$ cat src/rtl/tmr_pkg.sv
package tmr_pkg;
  localparam int MODE_W = 4;
  localparam int N_BASE = 3;
  localparam int N_SRC  = N_BASE + 1;

  typedef enum logic [1:0] {
    SRC_FAST = 2'd0,
    SRC_MID  = 2'd1,
    SRC_SLOW = 2'd2,
    SRC_EXT  = 2'd3
  } src_e;

  function automatic src_e pick_carry(logic [MODE_W-1:0] mode);
    if (mode[3]) return SRC_EXT;
    case (mode[1:0])
      2'b01:   return SRC_MID;
      2'b10:   return SRC_FAST;
      default: return SRC_SLOW;
    endcase
  endfunction

  function automatic src_e pick_irq(logic [MODE_W-1:0] mode);
    if (mode[3]) return SRC_EXT;
    return mode[2] ? SRC_FAST : SRC_MID;
  endfunction
endpackage

$ cat src/rtl/tmr_prescaler.sv
module tmr_prescaler
  import tmr_pkg::*;
#(
  parameter int HALF_BASE = 20000,
  parameter int DIV_MID   = 4,
  parameter int DIV_SLOW  = 5
) (
  input  logic              clk_i,
  input  logic              rst_ni,
  output logic [N_BASE-1:0] pulse_o
);
  localparam int CW = (HALF_BASE > 1) ? $clog2(HALF_BASE) : 1;

  logic [CW-1:0] base_q;
  logic          tick;

  assign tick = (base_q == CW'(HALF_BASE - 1));

  always_ff @(posedge clk_i or negedge rst_ni) begin
    if (!rst_ni)   base_q <= '0;
    else if (tick) base_q <= '0;
    else           base_q <= base_q + 1'b1;
  end

  // one tick counter per time base; all aligned since they share reset and tick
  for (genvar g = 0; g < N_BASE; g++) begin : g_stage
    localparam int HALF = (g == 0) ? 1 : ((g == 1) ? DIV_MID : DIV_MID * DIV_SLOW);
    localparam int W    = $clog2(2 * HALF);
    logic [W-1:0] c_q;

    always_ff @(posedge clk_i or negedge rst_ni) begin
      if (!rst_ni)   c_q <= '0;
      else if (tick) c_q <= (c_q == W'(2 * HALF - 1)) ? '0 : c_q + 1'b1;
    end

    assign pulse_o[g] = (c_q >= W'(HALF));
  end
endmodule

$ cat src/rtl/tmr_edge_bank.sv
module tmr_edge_bank #(
  parameter int N = 4
) (
  input  logic         clk_i,
  input  logic         rst_ni,
  input  logic [N-1:0] lvl_i,
  output logic [N-1:0] rise_o,
  output logic [N-1:0] fall_o
);
  logic [N-1:0] prev_q;

  always_ff @(posedge clk_i or negedge rst_ni) begin
    if (!rst_ni) prev_q <= '0;
    else         prev_q <= lvl_i;
  end

  assign rise_o = lvl_i & ~prev_q;
  assign fall_o = ~lvl_i & prev_q;
endmodule

$ cat src/rtl/tmr_carry_ff.sv
module tmr_carry_ff (
  input  logic clk_i,
  input  logic rst_ni,
  input  logic set_i,
  input  logic test_i,
  output logic rd_o,
  output logic flag_o
);
  logic flag_q;

  // a test wins over a coincident set; the set is still reported
  always_ff @(posedge clk_i or negedge rst_ni) begin
    if (!rst_ni)     flag_q <= 1'b0;
    else if (test_i) flag_q <= 1'b0;
    else if (set_i)  flag_q <= 1'b1;
  end

  assign rd_o   = test_i & (flag_q | set_i);
  assign flag_o = flag_q;
endmodule

$ cat src/rtl/tmr_carry_int.sv
module tmr_carry_int
  import tmr_pkg::*;
#(
  parameter int HALF_BASE = 20000,
  parameter int DIV_MID   = 4,
  parameter int DIV_SLOW  = 5
) (
  input  logic       clk_i,
  input  logic       rst_ni,
  input  logic       mode_we_i,
  input  logic [3:0] mode_wd_i,
  input  logic       zc_i,
  input  logic       ce_i,
  input  logic       test_i,
  output logic       carry_rd_o,
  output logic       irq_o,
  output logic       run_o,
  output logic       ce_rst_o
);
  logic [MODE_W-1:0] mode_q;
  logic [1:0]        zc_sync_q;
  logic [N_BASE-1:0] base_pulse;
  logic [N_SRC-1:0]  src_lvl, src_rise, src_fall;
  src_e              carry_sel, irq_sel;
  logic              carry_set, carry_flag;
  logic              irq_q, run_q, ce_prev_q, ce_pend_q, ce_rst_q;

  always_ff @(posedge clk_i or negedge rst_ni) begin
    if (!rst_ni)        mode_q <= '0;
    else if (mode_we_i) mode_q <= mode_wd_i;
  end

  always_ff @(posedge clk_i or negedge rst_ni) begin
    if (!rst_ni) zc_sync_q <= '0;
    else         zc_sync_q <= {zc_sync_q[0], zc_i};
  end

  tmr_prescaler #(
    .HALF_BASE(HALF_BASE),
    .DIV_MID  (DIV_MID),
    .DIV_SLOW (DIV_SLOW)
  ) u_presc (
    .clk_i  (clk_i),
    .rst_ni (rst_ni),
    .pulse_o(base_pulse)
  );

  assign src_lvl = {zc_sync_q[1], base_pulse};

  // edges are taken per source, so a mode switch never fabricates one
  tmr_edge_bank #(.N(N_SRC)) u_edges (
    .clk_i (clk_i),
    .rst_ni(rst_ni),
    .lvl_i (src_lvl),
    .rise_o(src_rise),
    .fall_o(src_fall)
  );

  assign carry_sel = pick_carry(mode_q);
  assign irq_sel   = pick_irq(mode_q);
  assign carry_set = src_rise[carry_sel];

  tmr_carry_ff u_carry (
    .clk_i (clk_i),
    .rst_ni(rst_ni),
    .set_i (carry_set),
    .test_i(test_i),
    .rd_o  (carry_rd_o),
    .flag_o(carry_flag)
  );

  always_ff @(posedge clk_i or negedge rst_ni) begin
    if (!rst_ni) begin
      irq_q     <= 1'b0;
      run_q     <= 1'b0;
      ce_prev_q <= 1'b0;
      ce_pend_q <= 1'b0;
      ce_rst_q  <= 1'b0;
    end else begin
      irq_q     <= src_fall[irq_sel];
      run_q     <= run_q | src_rise[SRC_SLOW];
      ce_prev_q <= ce_i;
      ce_rst_q  <= carry_set & ce_pend_q;
      if (ce_i && !ce_prev_q)         ce_pend_q <= 1'b1;
      else if (carry_set && ce_pend_q) ce_pend_q <= 1'b0;
    end
  end

  assign irq_o    = irq_q;
  assign run_o    = run_q;
  assign ce_rst_o = ce_rst_q;
endmodule

$ cat config.mk
export PLATFORM = sky130hd
export DESIGN_NAME = tmr_carry_int
export DESIGN_NICKNAME = d
export VERILOG_FILES = /design/src/rtl/tmr_pkg.sv /design/src/rtl/tmr_prescaler.sv /design/src/rtl/tmr_edge_bank.sv /design/src/rtl/tmr_carry_ff.sv /design/src/rtl/tmr_carry_int.sv
export SDC_FILE = /design/constraint.sdc
export NUM_CORES = 1
export LEC_CHECK = 0
export BUFFER_PORTS_ARGS = -buffer_cell sky130_fd_sc_hd__buf_2
export CORE_MARGIN = 5
export CORE_UTILIZATION = 45
export CTS_BUF_LIST = sky130_fd_sc_hd__clkbuf_2
export DETAILED_ROUTE_END_ITERATION = 7
export GPL_TIMING_DRIVEN = 0
export RECOVER_POWER = 100
export SYNTH_ARGS = -nofsm -noshare
export SYNTH_HDL_FRONTEND = slang
export SYNTH_SLANG_ARGS = --single-unit
$ cat constraint.sdc
create_clock -name clk_i -period 2.3 [get_ports clk_i]
set_input_delay 0.345 -clock clk_i [delete_from_list [all_inputs] [get_ports clk_i]]
set_output_delay 0.345 -clock clk_i [all_outputs]
set_load 0.02 [all_outputs]
==> key figures <==
Setup path
  • Reg2Reg Depth: 5
  • Critical path type: reg2out
  • Flop2flop setup slack: 70 ps
  • Launching point of the worst reg2reg path: u_presc.base_q[5]
  • Arr. time, crit path: 1990 ps
  • R2r endpoint: u_presc.g_stage[2].c_q[3]
  • Worst EP required: 1960 ps
  • Critical Path Source Type: flip-flop
  • Crit-path max FO: 3
  • CP endpoint kind: output port

Logic synthesis
  • Cell variety after synth: 38
  • Post-synth EDFFs: 0
  • Area of the mapped netlist: 0.00179 mm²
  • Sequential-to-total area share from yosys stat: 57.4%
  • Syn Area/Cell: 11.2 µm²
  • Synth top area share: 57.4%
  • Post-synth ARST share: 100%
  • Yosys reg bits: 41
  • Mapped Cells: 159
  • Mapped Nets: 176
  • Area contributors post-synth: dfrtp_1 (57%), ha_1 (4.9%), xnor2_1 (4.4%), nand2_1 (2.9%), o21ai_0 (2.8%)
  • Main flop type after synthesis: dfrtp_1
  • Area leader, netlist: dfrtp_1
  • Synth warn: 0

Min path
  • Min-delay src: ce_i
  • Hold path endpoint: ce_prev_q
  • Hold Crit Depth: 1
  • Hold crit path type: in2reg

Flow run
  • # Max-Cap Violations: 1

Pwr
  • Peak supply drop: approximately 430 µV
  • P_int: about 1.1 mW
  • LEAKAGE: 0.985 nW
  • Logic pwr share: between 6 and 7%
  • Sequential share of power: 55.1%
  • Switching Fraction: 21.3%
  • Clk pwr share: 38.7%
  • NetSw: 0.290 mW
  • Pwr per Cell Area: 640 mW/mm²

STA
  • Final worst path period need: 2340 ps
  • Rel. slew slack: -41.1%
  • Max-slew violations: 42
  • Final TNS setup: -37.9 ps
  • Final hold slack: 55.6 ps
  • Final Hold Fails: 0
  • Setup violators final: 1
  • Worst Tran Pin Value: 2120 ps
  • Layout Skew: 14.2 ps
  • FMAX: roughly 430 MHz
  • Worst setup margin: -37.9 ps
  • Ratio of final minimum period to clock period: 102%
  • RSZ-0062 raised after global routing: true

Clock network
  • Clock Latency Late Sink: 390 ps
  • H-Tree Depth: 2
  • Clock transition at the registers of the reported paths: roughly 210 ps
  • Quantity of hold-fixing buffers added after cts: 0
  • Clock Sink Count: 41
  • CTS Root Cell: clkbuf_2
  • Clk buf depth: 2
  • TritonCTS buffer count: 5
  • CTS tree: built

Placed design
  • Hpwl dp: ~2200 µm
  • GPL Wtd Cong: between 0.8 and 0.9
  • Buffers on Ports: 13
  • Area after DPL: approximately 0.0019 mm²

Floorplanning
  • Die Y: 73.0 µm
  • Core Rows: 23
  • # IOs: 14
  • Starting Density: roughly 46%
  • Die area: 0.00533 mm²
  • Core Footprint: 0.00391 mm²
  • Die X: 73.0 µm

Global route
  • Pin count of the biggest net entering global routing: between 40 and 50
  • Vias in the first global route: 1,226
  • Global-route wire length before repair: 5660 µm
  • Gr ovfl total: 0
  • GRT Util Overall: 13.8%
  • Initial antenna violation count: 0

Detailed routing
  • Drt total wl: 3230 µm
  • WL/cell: roughly 13 µm
  • 1st-iter DRT viols: 104
  • Detail Route Antenna Nets: 0
  • Total iterations of the first detailed-routing run: 4
  • Residual DRC: 0
  • DR vias: 1,250
  • Via density: around 5.2

Outcome
  • Outcome: complete, but fails checks
  • Failing checks: max-capacitance violations, max-slew violations, negative setup slack

Finish
  • # nets final: 206
  • Final Cell Area: 0.00213 mm²
  • Commonest non-fill, non-tap cell in the layout: dfrtp_1
  • Most frequent cells in the layout: dfrtp_1 (40), nand2_1 (14)
  • # diodes: 0
  • Area Growth Syn to Fin: 19.0%
  • Fillers: 363
  • Share of post-route cells with drive strength above 1: 22.6%
how the worst max path moves through the flow:
stage,depth (start not counted),end,slack (ps),startpoint
floorplan,5,carry_rd_o,90,mode_q[0]
global placement,5,u_presc.g_stage[1].c_q[0],-150,u_presc.base_q[0]
detailed placement,5,u_presc.g_stage[1].c_q[1],-140,u_presc.base_q[0]
CTS,6,carry_rd_o,-100,mode_q[0]
global route,6,carry_rd_o,-190,mode_q[0]
finish,6,carry_rd_o,-40,mode_q[0]
power groups by stage:
stage	Combinational [mW]	Sequential [mW]	Clock, mW
2_1_floorplan	0.0262	0.760	0
3_3_place_gp	0.0577	0.759	0
3_5_place_dp	0.0596	0.760	0
4_1_cts	0.0714	0.749	0.541
5_1_grt	0.0954	0.753	0.580
6_report	0.0851	0.750	0.527
cell type report:
class / count / area [µm²] / area share [%]
tap: 50 / 62.6 / 2.94
sequential: 41 / 1030 / 48.3
clock buffer: 5 / 25.0 / 1.18
clock inverter: 3 / 65.1 / 3.06
buffer: 3 / 12.5 / 0.588
inverter: 9 / 33.8 / 1.59
multi-input combinational: 106 / 762 / 35.8
timing repair buffer: 23 / 140 / 6.58
cell families (layout without fill, tap and decap cells):
kind of cell	Yosys count	in the layout	share of synthesized area, %
xor gates and xnor gates	14	14	6.86
DFF	41	41	57.4
AOI/OAI and AO/OA	22	22	7.63
adders and majority gates	7	7	4.90
buffers and inverters	12	43	2.59
muxes	3	3	1.89
and+or+nand+nor	60	60	18.8
cell usage after synthesis, types with 2 or more instances:
master and number:
o21ai_0 10, nor4_1 4, ha_1 7, a21boi_0 2, inv_1 9, xnor2_1 9, dfrtp_1 41, o311ai_0 2
or3_1 3, mux2_2 3, nand4_1 2, or4_1 3, and3_1 2, clkbuf_1 2, nand3_1 9, nand2_1 14
a21oi_1 3, nor3_1 2, nor2_1 9, xor2_1 5
flip-flops by register name, summed over array words and instances (netlist names):
name                 count
mode_q                   4
u_carry.flag_o           1
ce_prev_q                1
u_presc.base_q          15
u_edges.prev_q           4
ce_rst_o                 1
zc_sync_q                2
run_o                    1
irq_o                    1
ce_pend_q                1
u_presc.g_stage.c_q     10
worst max-delay path, cell delays in order, from the launching register on:
cell and delay, ps:
dfrtp_1 460, ha_4 290, a21oi_2 50, or3b_4 410, nor2b_4 140, a21boi_2 140, buf_6 130
stage by stage:
step           power [mW]  utilization (%)  cells  worst slack (ps)
2_1_floorplan       0.787                -    159              87.1
3_3_place_gp        0.817             48.9    222              -146
3_5_place_dp        0.820             48.9    222              -139
4_1_cts              1.36             52.9    233             -96.5
5_1_grt              1.43             54.4    240              -187
6_report             1.36             54.4    240             -37.9
repair_timing:
action,4_1_cts,5_1_grt
gates resized for setup,10,8
hold endpoints to repair,0,0
pin swaps,4,4
endpoints found under the setup margin,12,7
buffers inserted,3,7
routing by layer:
layer	GRT usage (%)	routed length [µm]
met5	0	0
met4	5.53	42
met3	3.58	115
met2	22.3	1640
met1	17.4	1420
No activity file was read; power rests on OpenSTA's default activity.
